--- config.mk ---
export PLATFORM = sky130hd
export DESIGN_NAME = rv5_core
export DESIGN_NICKNAME = d
export VERILOG_FILES = /design/src/rtl/rv5_pkg.sv /design/src/rtl/rv5_alu.sv /design/src/rtl/rv5_decode.sv /design/src/rtl/rv5_regfile.sv /design/src/rtl/rv5_core.sv
export SDC_FILE = /design/constraint.sdc
export NUM_CORES = 2
export LEC_CHECK = 0
export ABC_AREA = 1
export CAP_MARGIN = 0
export CELL_PAD_IN_SITES_DETAIL_PLACEMENT = 1
export CELL_PAD_IN_SITES_GLOBAL_PLACEMENT = 2
export CORE_MARGIN = 2
export CORE_UTILIZATION = 40
export DETAILED_ROUTE_END_ITERATION = 6
export GPL_ROUTABILITY_DRIVEN = 0
export PLACE_DENSITY = 0.8
export SKIP_LAST_GASP = 1
export SLEW_MARGIN = 20
export SYNTH_ARGS = -nofsm -noshare
export SYNTH_HDL_FRONTEND = slang
export SYNTH_SLANG_ARGS = --single-unit
export TNS_END_PERCENT = 10
--- constraint.sdc ---
create_clock -name clk -period 3.1 [get_ports clk]
set_clock_uncertainty 0.1 [all_clocks]
set_input_delay 0.62 -clock clk [delete_from_list [all_inputs] [get_ports clk]]
set_output_delay 0.62 -clock clk [all_outputs]
set_load 0.01 [all_outputs]
--- src/rtl/rv5_pkg.sv ---
package rv5_pkg;

    localparam int ILEN   = 32;
    localparam int REG_AW = 5;
    localparam int NREG   = 1 << REG_AW;

    localparam logic [6:0] OPC_REG   = 7'b0110011;
    localparam logic [6:0] OPC_IMM   = 7'b0010011;
    localparam logic [6:0] OPC_LOAD  = 7'b0000011;
    localparam logic [6:0] OPC_STORE = 7'b0100011;
    localparam logic [6:0] OPC_BEQ   = 7'b1100011;

    typedef enum logic [2:0] {
        ALU_ADD = 3'd0,
        ALU_SUB = 3'd1,
        ALU_AND = 3'd2,
        ALU_OR  = 3'd3,
        ALU_SLT = 3'd4
    } alu_op_e;

    // consumed in execute
    typedef struct packed {
        alu_op_e op;
        logic    use_imm;
    } ex_ctl_t;

    // consumed in the memory stage
    typedef struct packed {
        logic is_beq;
        logic rd_mem;
        logic wr_mem;
    } mem_ctl_t;

    // consumed in write-back
    typedef struct packed {
        logic wr_reg;
        logic from_mem;
    } wb_ctl_t;

endpackage

--- src/rtl/rv5_alu.sv ---
module rv5_alu
    import rv5_pkg::*;
#(
    parameter int XLEN = 32
) (
    input  logic [XLEN-1:0] a,
    input  logic [XLEN-1:0] b,
    input  alu_op_e         op,
    output logic [XLEN-1:0] y
);

    always_comb begin
        unique case (op)
            ALU_ADD: y = a + b;
            ALU_SUB: y = a - b;
            ALU_AND: y = a & b;
            ALU_OR:  y = a | b;
            ALU_SLT: y = ($signed(a) < $signed(b)) ? XLEN'(1) : '0;
            default: y = '0;
        endcase
    end

endmodule

--- src/rtl/rv5_decode.sv ---
module rv5_decode
    import rv5_pkg::*;
#(
    parameter int XLEN = 32
) (
    input  logic [ILEN-1:0]   instr,
    output ex_ctl_t           ex_o,
    output mem_ctl_t          mem_o,
    output wb_ctl_t           wb_o,
    output logic [XLEN-1:0]   imm_o,
    output logic [REG_AW-1:0] rs1_o,
    output logic [REG_AW-1:0] rs2_o,
    output logic [REG_AW-1:0] rd_o
);

    logic [6:0] opc;
    logic [2:0] f3;
    logic [6:0] f7;
    logic [XLEN-1:0] imm_i, imm_s, imm_b;

    assign opc   = instr[6:0];
    assign f3    = instr[14:12];
    assign f7    = instr[31:25];
    assign rd_o  = instr[11:7];
    assign rs1_o = instr[19:15];
    assign rs2_o = instr[24:20];

    assign imm_i = {{(XLEN-12){instr[31]}}, instr[31:20]};
    assign imm_s = {{(XLEN-12){instr[31]}}, instr[31:25], instr[11:7]};
    assign imm_b = {{(XLEN-13){instr[31]}}, instr[31], instr[7],
                    instr[30:25], instr[11:8], 1'b0};

    always_comb begin
        ex_o.op      = ALU_ADD;
        ex_o.use_imm = 1'b0;
        mem_o        = '0;
        wb_o         = '0;
        imm_o        = '0;
        unique case (opc)
            OPC_REG: begin
                if (f7 == 7'h00) begin
                    wb_o.wr_reg = 1'b1;
                    unique case (f3)
                        3'b000:  ex_o.op = ALU_ADD;
                        3'b111:  ex_o.op = ALU_AND;
                        3'b110:  ex_o.op = ALU_OR;
                        3'b010:  ex_o.op = ALU_SLT;
                        default: wb_o.wr_reg = 1'b0;
                    endcase
                end else if (f7 == 7'h20 && f3 == 3'b000) begin
                    wb_o.wr_reg = 1'b1;
                    ex_o.op     = ALU_SUB;
                end
            end
            OPC_IMM: begin
                if (f3 == 3'b000) begin
                    wb_o.wr_reg  = 1'b1;
                    ex_o.use_imm = 1'b1;
                    imm_o        = imm_i;
                end
            end
            OPC_LOAD: begin
                if (f3 == 3'b010) begin
                    wb_o.wr_reg   = 1'b1;
                    wb_o.from_mem = 1'b1;
                    mem_o.rd_mem  = 1'b1;
                    ex_o.use_imm  = 1'b1;
                    imm_o         = imm_i;
                end
            end
            OPC_STORE: begin
                if (f3 == 3'b010) begin
                    mem_o.wr_mem = 1'b1;
                    ex_o.use_imm = 1'b1;
                    imm_o        = imm_s;
                end
            end
            OPC_BEQ: begin
                if (f3 == 3'b000) begin
                    mem_o.is_beq = 1'b1;
                    ex_o.op      = ALU_SUB;
                    imm_o        = imm_b;
                end
            end
            default: ;
        endcase
    end

endmodule

--- src/rtl/rv5_regfile.sv ---
module rv5_regfile #(
    parameter int XLEN = 32,
    parameter int NR   = 32,
    parameter int NRD  = 2
) (
    input  logic                             clk,
    input  logic [NRD-1:0][$clog2(NR)-1:0]   ra,
    output logic [NRD-1:0][XLEN-1:0]         rdata,
    input  logic                             we,
    input  logic [$clog2(NR)-1:0]            wa,
    input  logic [XLEN-1:0]                  wd
);

    logic [XLEN-1:0] regs [NR];

    always_ff @(posedge clk) begin
        if (we && wa != '0) begin
            regs[wa] <= wd;
        end
    end

    // read ports: x0 is zero, a same-cycle write is passed straight through
    for (genvar p = 0; p < NRD; p++) begin : g_rd
        assign rdata[p] = (ra[p] == '0)             ? '0 :
                          (we && wa == ra[p])       ? wd :
                                                      regs[ra[p]];
    end

endmodule

--- src/rtl/rv5_core.sv ---
module rv5_core
    import rv5_pkg::*;
#(
    parameter int XLEN = 32
) (
    input  logic            clk,
    input  logic            rst,
    output logic [XLEN-1:0] imem_addr,
    input  logic [ILEN-1:0] imem_rdata,
    output logic [XLEN-1:0] dmem_addr,
    output logic [XLEN-1:0] dmem_wdata,
    output logic            dmem_we,
    output logic            dmem_re,
    input  logic [XLEN-1:0] dmem_rdata
);

    localparam logic [XLEN-1:0] STEP = XLEN'(ILEN / 8);

    // ---------------- fetch ----------------
    logic [XLEN-1:0] pc_q, pc_step;
    logic            br_taken;
    logic [XLEN-1:0] exmem_tgt;

    assign pc_step   = pc_q + STEP;
    assign imem_addr = pc_q;

    always_ff @(posedge clk) begin
        if (rst)           pc_q <= '0;
        else if (br_taken) pc_q <= exmem_tgt;
        else               pc_q <= pc_step;
    end

    logic [ILEN-1:0] ifid_instr;
    logic [XLEN-1:0] ifid_pc4;

    always_ff @(posedge clk) begin
        if (rst || br_taken) ifid_instr <= '0;
        else                 ifid_instr <= imem_rdata;
    end

    always_ff @(posedge clk) begin
        ifid_pc4 <= pc_step;
    end

    // ---------------- decode ----------------
    ex_ctl_t           id_ex;
    mem_ctl_t          id_mem;
    wb_ctl_t           id_wb;
    logic [XLEN-1:0]   id_imm;
    logic [REG_AW-1:0] id_rs1, id_rs2, id_rd;
    logic [1:0][REG_AW-1:0] rf_ra;
    logic [1:0][XLEN-1:0]   rf_rd;
    logic              wb_we;
    logic [REG_AW-1:0] memwb_rd;
    logic [XLEN-1:0]   wb_data;

    rv5_decode #(.XLEN(XLEN)) u_dec (
        .instr (ifid_instr),
        .ex_o  (id_ex),
        .mem_o (id_mem),
        .wb_o  (id_wb),
        .imm_o (id_imm),
        .rs1_o (id_rs1),
        .rs2_o (id_rs2),
        .rd_o  (id_rd)
    );

    assign rf_ra[0] = id_rs1;
    assign rf_ra[1] = id_rs2;

    rv5_regfile #(.XLEN(XLEN), .NR(NREG), .NRD(2)) u_rf (
        .clk   (clk),
        .ra    (rf_ra),
        .rdata (rf_rd),
        .we    (wb_we),
        .wa    (memwb_rd),
        .wd    (wb_data)
    );

    ex_ctl_t           idex_ex;
    mem_ctl_t          idex_mem;
    wb_ctl_t           idex_wb;
    logic [XLEN-1:0]   idex_rd1, idex_rd2, idex_imm, idex_pc4;
    logic [REG_AW-1:0] idex_rs1, idex_rs2, idex_rd;

    always_ff @(posedge clk) begin
        if (rst || br_taken) begin
            idex_ex  <= '0;
            idex_mem <= '0;
            idex_wb  <= '0;
        end else begin
            idex_ex  <= id_ex;
            idex_mem <= id_mem;
            idex_wb  <= id_wb;
        end
    end

    always_ff @(posedge clk) begin
        idex_rd1 <= rf_rd[0];
        idex_rd2 <= rf_rd[1];
        idex_imm <= id_imm;
        idex_pc4 <= ifid_pc4;
        idex_rs1 <= id_rs1;
        idex_rs2 <= id_rs2;
        idex_rd  <= id_rd;
    end

    // ---------------- execute ----------------
    logic [XLEN-1:0] ex_b, ex_y, ex_tgt;

    assign ex_b   = idex_ex.use_imm ? idex_imm : idex_rd2;
    assign ex_tgt = idex_pc4 - STEP + idex_imm;

    rv5_alu #(.XLEN(XLEN)) u_alu (
        .a  (idex_rd1),
        .b  (ex_b),
        .op (idex_ex.op),
        .y  (ex_y)
    );

    mem_ctl_t          exmem_mem;
    wb_ctl_t           exmem_wb;
    logic [XLEN-1:0]   exmem_alu, exmem_rd2;
    logic              exmem_zero;
    logic [REG_AW-1:0] exmem_rd;

    always_ff @(posedge clk) begin
        if (rst || br_taken) begin
            exmem_mem <= '0;
            exmem_wb  <= '0;
        end else begin
            exmem_mem <= idex_mem;
            exmem_wb  <= idex_wb;
        end
    end

    always_ff @(posedge clk) begin
        exmem_alu  <= ex_y;
        exmem_zero <= (ex_y == '0);
        exmem_tgt  <= ex_tgt;
        exmem_rd2  <= idex_rd2;
        exmem_rd   <= idex_rd;
    end

    // ---------------- memory ----------------
    assign br_taken   = exmem_mem.is_beq & exmem_zero;
    assign dmem_addr  = exmem_alu;
    assign dmem_wdata = exmem_rd2;
    assign dmem_we    = exmem_mem.wr_mem;
    assign dmem_re    = exmem_mem.rd_mem;

    wb_ctl_t         memwb_wb;
    logic [XLEN-1:0] memwb_alu, memwb_ld;

    always_ff @(posedge clk) begin
        if (rst) memwb_wb <= '0;
        else     memwb_wb <= exmem_wb;
    end

    always_ff @(posedge clk) begin
        memwb_alu <= exmem_alu;
        memwb_ld  <= dmem_rdata;
        memwb_rd  <= exmem_rd;
    end

    // ---------------- write-back ----------------
    assign wb_we   = memwb_wb.wr_reg;
    assign wb_data = memwb_wb.from_mem ? memwb_ld : memwb_alu;

endmodule

* Word level (Yosys, flattened, before mapping)
Memories as Yosys holds them, arrays and structs flattened. A register that Yosys moved wholly into a read port is not among the register bits.
Index checks and enable logic that the tools add are counted.
** Operators by class
- Add/sub/neg operators :: 5
- Order comparisons :: 1
- Equal/unequal tests :: 13
- Muxes and demuxes :: 25
- Bitwise gates (word level) :: 6
- Reduce and logical (&&, ||, !) cells :: 15
** Operators by type and width (number)
- $mux W32 :: 7
- $pmux W32 S5 :: 1
- $pmux W32 S4 :: 1
- $add A32 B32 Y32 :: 2
- $add A32 B3 Y32 const B :: 1
- $and A32 B32 Y32 :: 1
- $logic_not A32 Y1 :: 1
- $lt A32 B32 Y1 :: 1
- $or A32 B32 Y32 :: 1
- $sub A32 B3 Y32 const B :: 1
- $sub A32 B32 Y32 :: 1
- $eq A7 B6 Y1 const B :: 3
- $logic_not A5 Y1 :: 2
- $mux W1 :: 10
- $eq A3 B2 Y1 const B :: 3
- $eq A3 B3 Y1 const B :: 3
- $pmux W3 S3 :: 1
- $reduce_or A2 Y1 :: 4
- $eq A7 B2 Y1 const B :: 1
- $eq A7 B5 Y1 const B :: 1
- $eq A7 B7 Y1 const B :: 1
- $logic_not A7 Y1 :: 1
- $logic_not A3 Y1 :: 2
- $pmux W3 S2 :: 1
- 11 further kinds :: 14
** Word-level totals
- Flip-flop bits (word level) :: 352
- Bits in writable memories :: 1024
- Memories kept :: 1
** Memory list
- u_rf.regs :: words 32, width 32, read ports 2, clocked after Yosys merged registers in 2, write ports 1, RTL line rv5_regfile.sv:14 : logic [XLEN-1:0] regs [NR];

* Logic depth before layout (Yosys ltp)
- Depth after elaboration :: 5
- Depth in mapped cells :: 23

* Hierarchy
Synthesis repeated with hierarchy kept, for this count alone.
** Unflattened totals
- Cells, all modules :: 8949
- Area, all modules :: 74355.1 um^2
** Modules (own cells, without submodules)
- rv5_regfile :: instances 1, cells each 6078, area each 53435.0 um^2
- rv5_core :: instances 1, cells each 1576, area each 14106.0 um^2
- rv5_alu :: instances 1, cells each 1148, area each 6018.3 um^2
- rv5_decode :: instances 1, cells each 147, area each 795.8 um^2

* Least setup slack after synthesis
No wires, ideal clock.
- Path kind :: register to register
- From :: register idex_ex[0] (netlist bit)
- To :: register exmem_zero
- Setup time :: 64 ps
- Arrival :: 2640 ps
- Required time :: 2936 ps
- Slack :: 296 ps
- Stages on the path, launching flop included :: 22
- Buffers on the path :: 0
- Period minus slack after synthesis :: 2804 ps
- Path through :: dfxtp_1 > inv_1 > or2_2 > o21ai_0 > inv_1 > ha_1 > fa_1 > nand3_1 > nand3_1 > nand2_1 > nand2_1 > nand2_1 > nand2_1 > nand2_1 > nand3_1 > nand3_1 > nand3_1 > nor2_1 > nand2_1 > nor2_1 > nand2_1 > nor2_1
** Between the ends
- Elaborated cells between the ends (all ways) :: 9
- Those cells by class :: add/sub: 2; order compare: 1; mux: 3; bitwise: 2; reduce/logical: 1
** RTL lines
- from (decl) :: RTL line rv5_core.sv:80 : ex_ctl_t idex_ex;
- from (signal assigned) :: RTL line rv5_core.sv:92 : idex_ex <= id_ex;
- $mux W32 * :: RTL line rv5_core.sv:111 : assign ex_b = idex_ex.use_imm ? idex_imm : idex_rd2;
- $sub A32 B32 Y32, or another cell as far along :: RTL line rv5_alu.sv:15 : ALU_SUB: y = a - b;
- $pmux W32 S5 * :: RTL line rv5_alu.sv:13 : unique case (op)
- net ex_y[30] :: RTL line rv5_core.sv:109 : logic [XLEN-1:0] ex_b, ex_y, ex_tgt;
- $logic_not A32 Y1 * :: RTL line rv5_core.sv:139 : exmem_zero <= (ex_y == '0);
- to (signal assigned) :: RTL line rv5_core.sv:139
- to (decl) :: RTL line rv5_core.sv:124 : logic exmem_zero;
The timed path passes the listed nets; every way through them passes the cells marked *.
A chain may end at the register's enable or synchronous reset.

* Worst setup path in the final report
Ends and elaborated chain as after synthesis.

==> results.py <==
metrics = {
    "outcome": {
        "status": "finished, violations left",
        "violations": "setup timing",
    },
    "die": {
        "ioPinCount": 164,
        "row_count": 153,
        "dieWidth_microns": 421.6,
        "dieArea_sq_um": 177700,
        "core_sq_um": 173600,
        "start_util": 0.4017,
        "die_h_microns": 421.6,
    },
    "grt": {
        "grt_pass1_vias": 63001,
        "grt_pass1_wl_microns": 421900,
        "grt_overflow_total": 0,
        "grt_antenna_before_repair": 13,
        "grt_max_degree": 108,
        "grt_util_all_layers": 0.3172,
    },
    "cells_and_area": {
        "fillers": 19646,
        "drive_gt1_frac": 0.1548,
        "layout-area-overhead-vs-synth_pct": 22.14,
        "fin_util": 0.4906,
        "fin_nets": 8408,
    },
    "worst_setup_path": {
        "r2r_start": "idex_ex[0]",
        "critPathCaptureType": "flip-flop",
        "reg2reg_slack_ps": -30,
        "crit_fanout": 11,
        "cp_cell_sequence": "buf_6 > o21ai_0 > buf_4 > inv_1 > buf_4 > ha_1 > nand2_1 > nand2_1 > nand2_1 > nand2_1 > nand2_1 > nand3_2 > buf_4 > o21ai_1 > nand3_2 > nor2_1 > nand2_1 > nor2_4 > nand2_2 > nor2_1",
        "critPathBufInv": 5,
        "cp_common_cell": "nand2_1",
        "required_ps": 3770,
        "critPathLaunch": "idex_ex[0]",
        "crit_arrival_ps": 3800,
        "crit_type": "reg -> reg",
        "crit_path_max_incr_delay_ps": 370,
        "critPathLaunchType": "flip-flop",
        "cpMaxStageDelayCell": "dfxtp_4",
        "cp_top_family": "simple AND/OR/NAND/NOR gates",
    },
    "min_path": {
        "hold_start": "dmem_rdata[8]",
        "hold_path.class": "in -> reg",
    },
    "drt": {
        "drc": 0,
        "wl_per_cell_microns": 27.31,
        "wl_microns": 290100,
        "dr.first_iter.drc_count": 6430,
        "routed-via-count": 62161,
        "drtPass1Iterations": 5,
        "avgViaCountPerCell": 5.852,
        "antenna_left": 0,
    },
    "timing": {
        "slew_headroom": 0.2479,
        "worst_slack_ps": -32.53,
        "period_share": 1.010,
        "min_period_ps": 3133,
        "finalSetupViolCount": 2,
        "worst_pin_slew_ps": 1121,
        "finalSetupTns_ps": -60.07,
        "hold_violations": 0,
        "fmax_mhz": 319.2,
        "drv_slew": 0,
        "rsz0062_at_grt": "yes",
    },
    "synthesis": {
        "async_flop_share": 0,
        "ys_ff_latch": 1419,
        "synth_top_family_by_area": "compound AO/OA/AOI/OAI gates",
        "netlist_instances": 7723,
        "synthMuxAreaShare": 0.005148,
        "synth-xor-area-share": 0.008647,
        "ys_types": 63,
        "yosys_most_used_dff": "edfxtp_1",
        "synth_simple_gate_area_frac": 0.1273,
        "yosysSeqAreaShare": 0.5542,
        "netlist_area_sq_um": 69750,
        "avgSynthCellArea_sq_um": 9.031,
        "synthAdderAreaFrac": 0.03225,
        "synth_edf_count": 1024,
        "synth-compound-area-share": 0.1940,
        "yosysWarningCount": 0,
    },
    "power": {
        "p_leak_nw": 32.71,
        "ir_drop_mv": 0.5862,
        "cellPowerDensity_nw_per_um2": 669.9,
        "power_mw": 57.07,
    },
    "clock_tree": {
        "root_buffer": "clkbuf_16",
        "clkTransAtPathRegs_ps": 70,
        "tritoncts": "built",
        "clk_latency_ps": 830,
        "cts_buffers": 159,
        "clockBufferDepth": 3,
        "cts_hold_buf": 0,
        "cts_num_sinks": 1419,
        "cts.htree.levels": 4,
    },
    "run": {
        "maxCapViolCount": 0,
    },
    "placed_design": {
        "dp_hpwl_microns": 188700,
        "portBuffers": 163,
    },
}
==> cell families after synthesis <==
kind of cell	count (synthesis)
adders and majority gates	178
other	1
xor gates and xnor gates	68
DFF	1419
AOI/OAI and AO/OA	2532
and+or+nand+nor	2119
muxes	32
buffers and inverters	1374
==> final timing paths <==
path,endpoint,cells after the start
worst min register to register,idex_pc4[14],0
worst max register to register,exmem_zero,20
worst min-delay path,memwb_ld[8],1
worst max-delay path,exmem_zero,20
==> routing by layer <==
layer  vias to the layer above  part of all wire  track usage
li1                      27581                 -            -
met1                     31411              0.41       0.4184
met2                      2492              0.47       0.5166
met3                       665             0.076      0.05705
met4                        12             0.043       0.1255
met5                         -           0.00031            0
==> final cells by class <==
cell class | instances | area, sq um | area share
clock inverter | 74 | 639.4 | 0.007505
multi-input combinational | 4961 | 27660 | 0.3247
sequential | 1419 | 38700 | 0.4542
timing repair buffer | 756 | 7487 | 0.08789
inverter | 867 | 3292 | 0.03864
clock buffer | 218 | 4501 | 0.05283
antenna | 2 | 5.005 | 0.00005875
tap | 2325 | 2909 | 0.03415
==> layout by cell type (no fill, tap or decap), types with 37 or more instances in the layout <==
cell type	instances
ha_4	37
ha_1	125
nand3_2	37
dfxtp_1	382
nor2_1	722
nor2_4	52
clkbuf_1	38
xor2_1	47
edfxtp_1	1024
buf_12	102
nand3_1	297
inv_1	818
clkdlybuf4s50_1	163
o21ai_1	111
o21ai_0	1374
nor2_2	40
nand2_1	764
clkbuf_16	170
buf_4	471
a21oi_1	600
o211ai_1	185
nand2_2	73
o22ai_1	138
nand4_1	59
==> state kept, by name (all words and copies together), names as in the netlist, 3 cells and up <==
name and count:
memwb_rd 5, memwb_alu 32, exmem_tgt 32, ifid_instr 32
dmem_wdata 32, idex_mem 3, dmem_addr 32, memwb_ld 32
idex_pc4 32, ifid_pc4 32, exmem_rd 5, idex_rd1 32
idex_rd 5, idex_rd2 32, idex_imm 13, u_rf.regs 1024
imem_addr 32, idex_ex 4
==> power by group <==
group	internal, mW	leakage, nW	switching (mW)
Sequential	23.4	12.5	0.705
Combinational	4.70	17.7	9.39
Clock	10.8	2.54	8.13
Total	38.8	32.7	18.2
==> worst register-to-register path, delay by kind of cell (launching register included) <==
kind	cells	cell delay (ps)
buffers and inverters	5	760
flip-flops	1	370
AND/OR/NAND/NOR	12	1270
adder cells (fa/ha/maj)	1	200
AO/OA/AOI/OAI	2	380
==> synthesized netlist by cell type, drive strengths merged (9+ instances only) <==
library cell,count,share of area
nor2,814,0.045
clkbuf,304,0.016
nor3,33,0.0031
buf,203,0.015
edfxtp,1024,0.44
o21ai,1496,0.11
o22ai,138,0.012
xnor2,21,0.0027
nand4,60,0.0055
a21oi,646,0.046
xor2,47,0.0059
inv,861,0.046
dfxtp,395,0.11
ha,175,0.031
nand2,846,0.046
o221ai,22,0.0028
o211ai,185,0.020
nand3,347,0.026
mux2,31,0.0050
o21bai,9,0.00097
==> per-stage QoR <==
| stage | std cells | area, sq um | setup WS [ps] | hold WS (ps) |
|---|---|---|---|---|
| after CTS | 10597 | 83570 | -21.81 | 82.57 |
| final | 10622 | 85190 | -32.53 | 143.7 |
| after global routing | 10620 | 85180 | -258.6 | 103.3 |
| after detailed placement | 10285 | 77880 | -498.8 | 213.2 |
| after floorplan | 7754 | 69860 | 296.0 | 209.6 |
| after global placement | 10285 | 77880 | -516.9 | 211.8 |
==> what timing repair did <==
action                     4_1_cts  5_1_grt
buffers inserted                19       19
setup endpoints to repair       19       17
gates resized for setup        102      334
hold endpoints to repair         0        0
gates cloned                     1        4
pin swaps                       31       87
(Power assumes the default switching activity.)
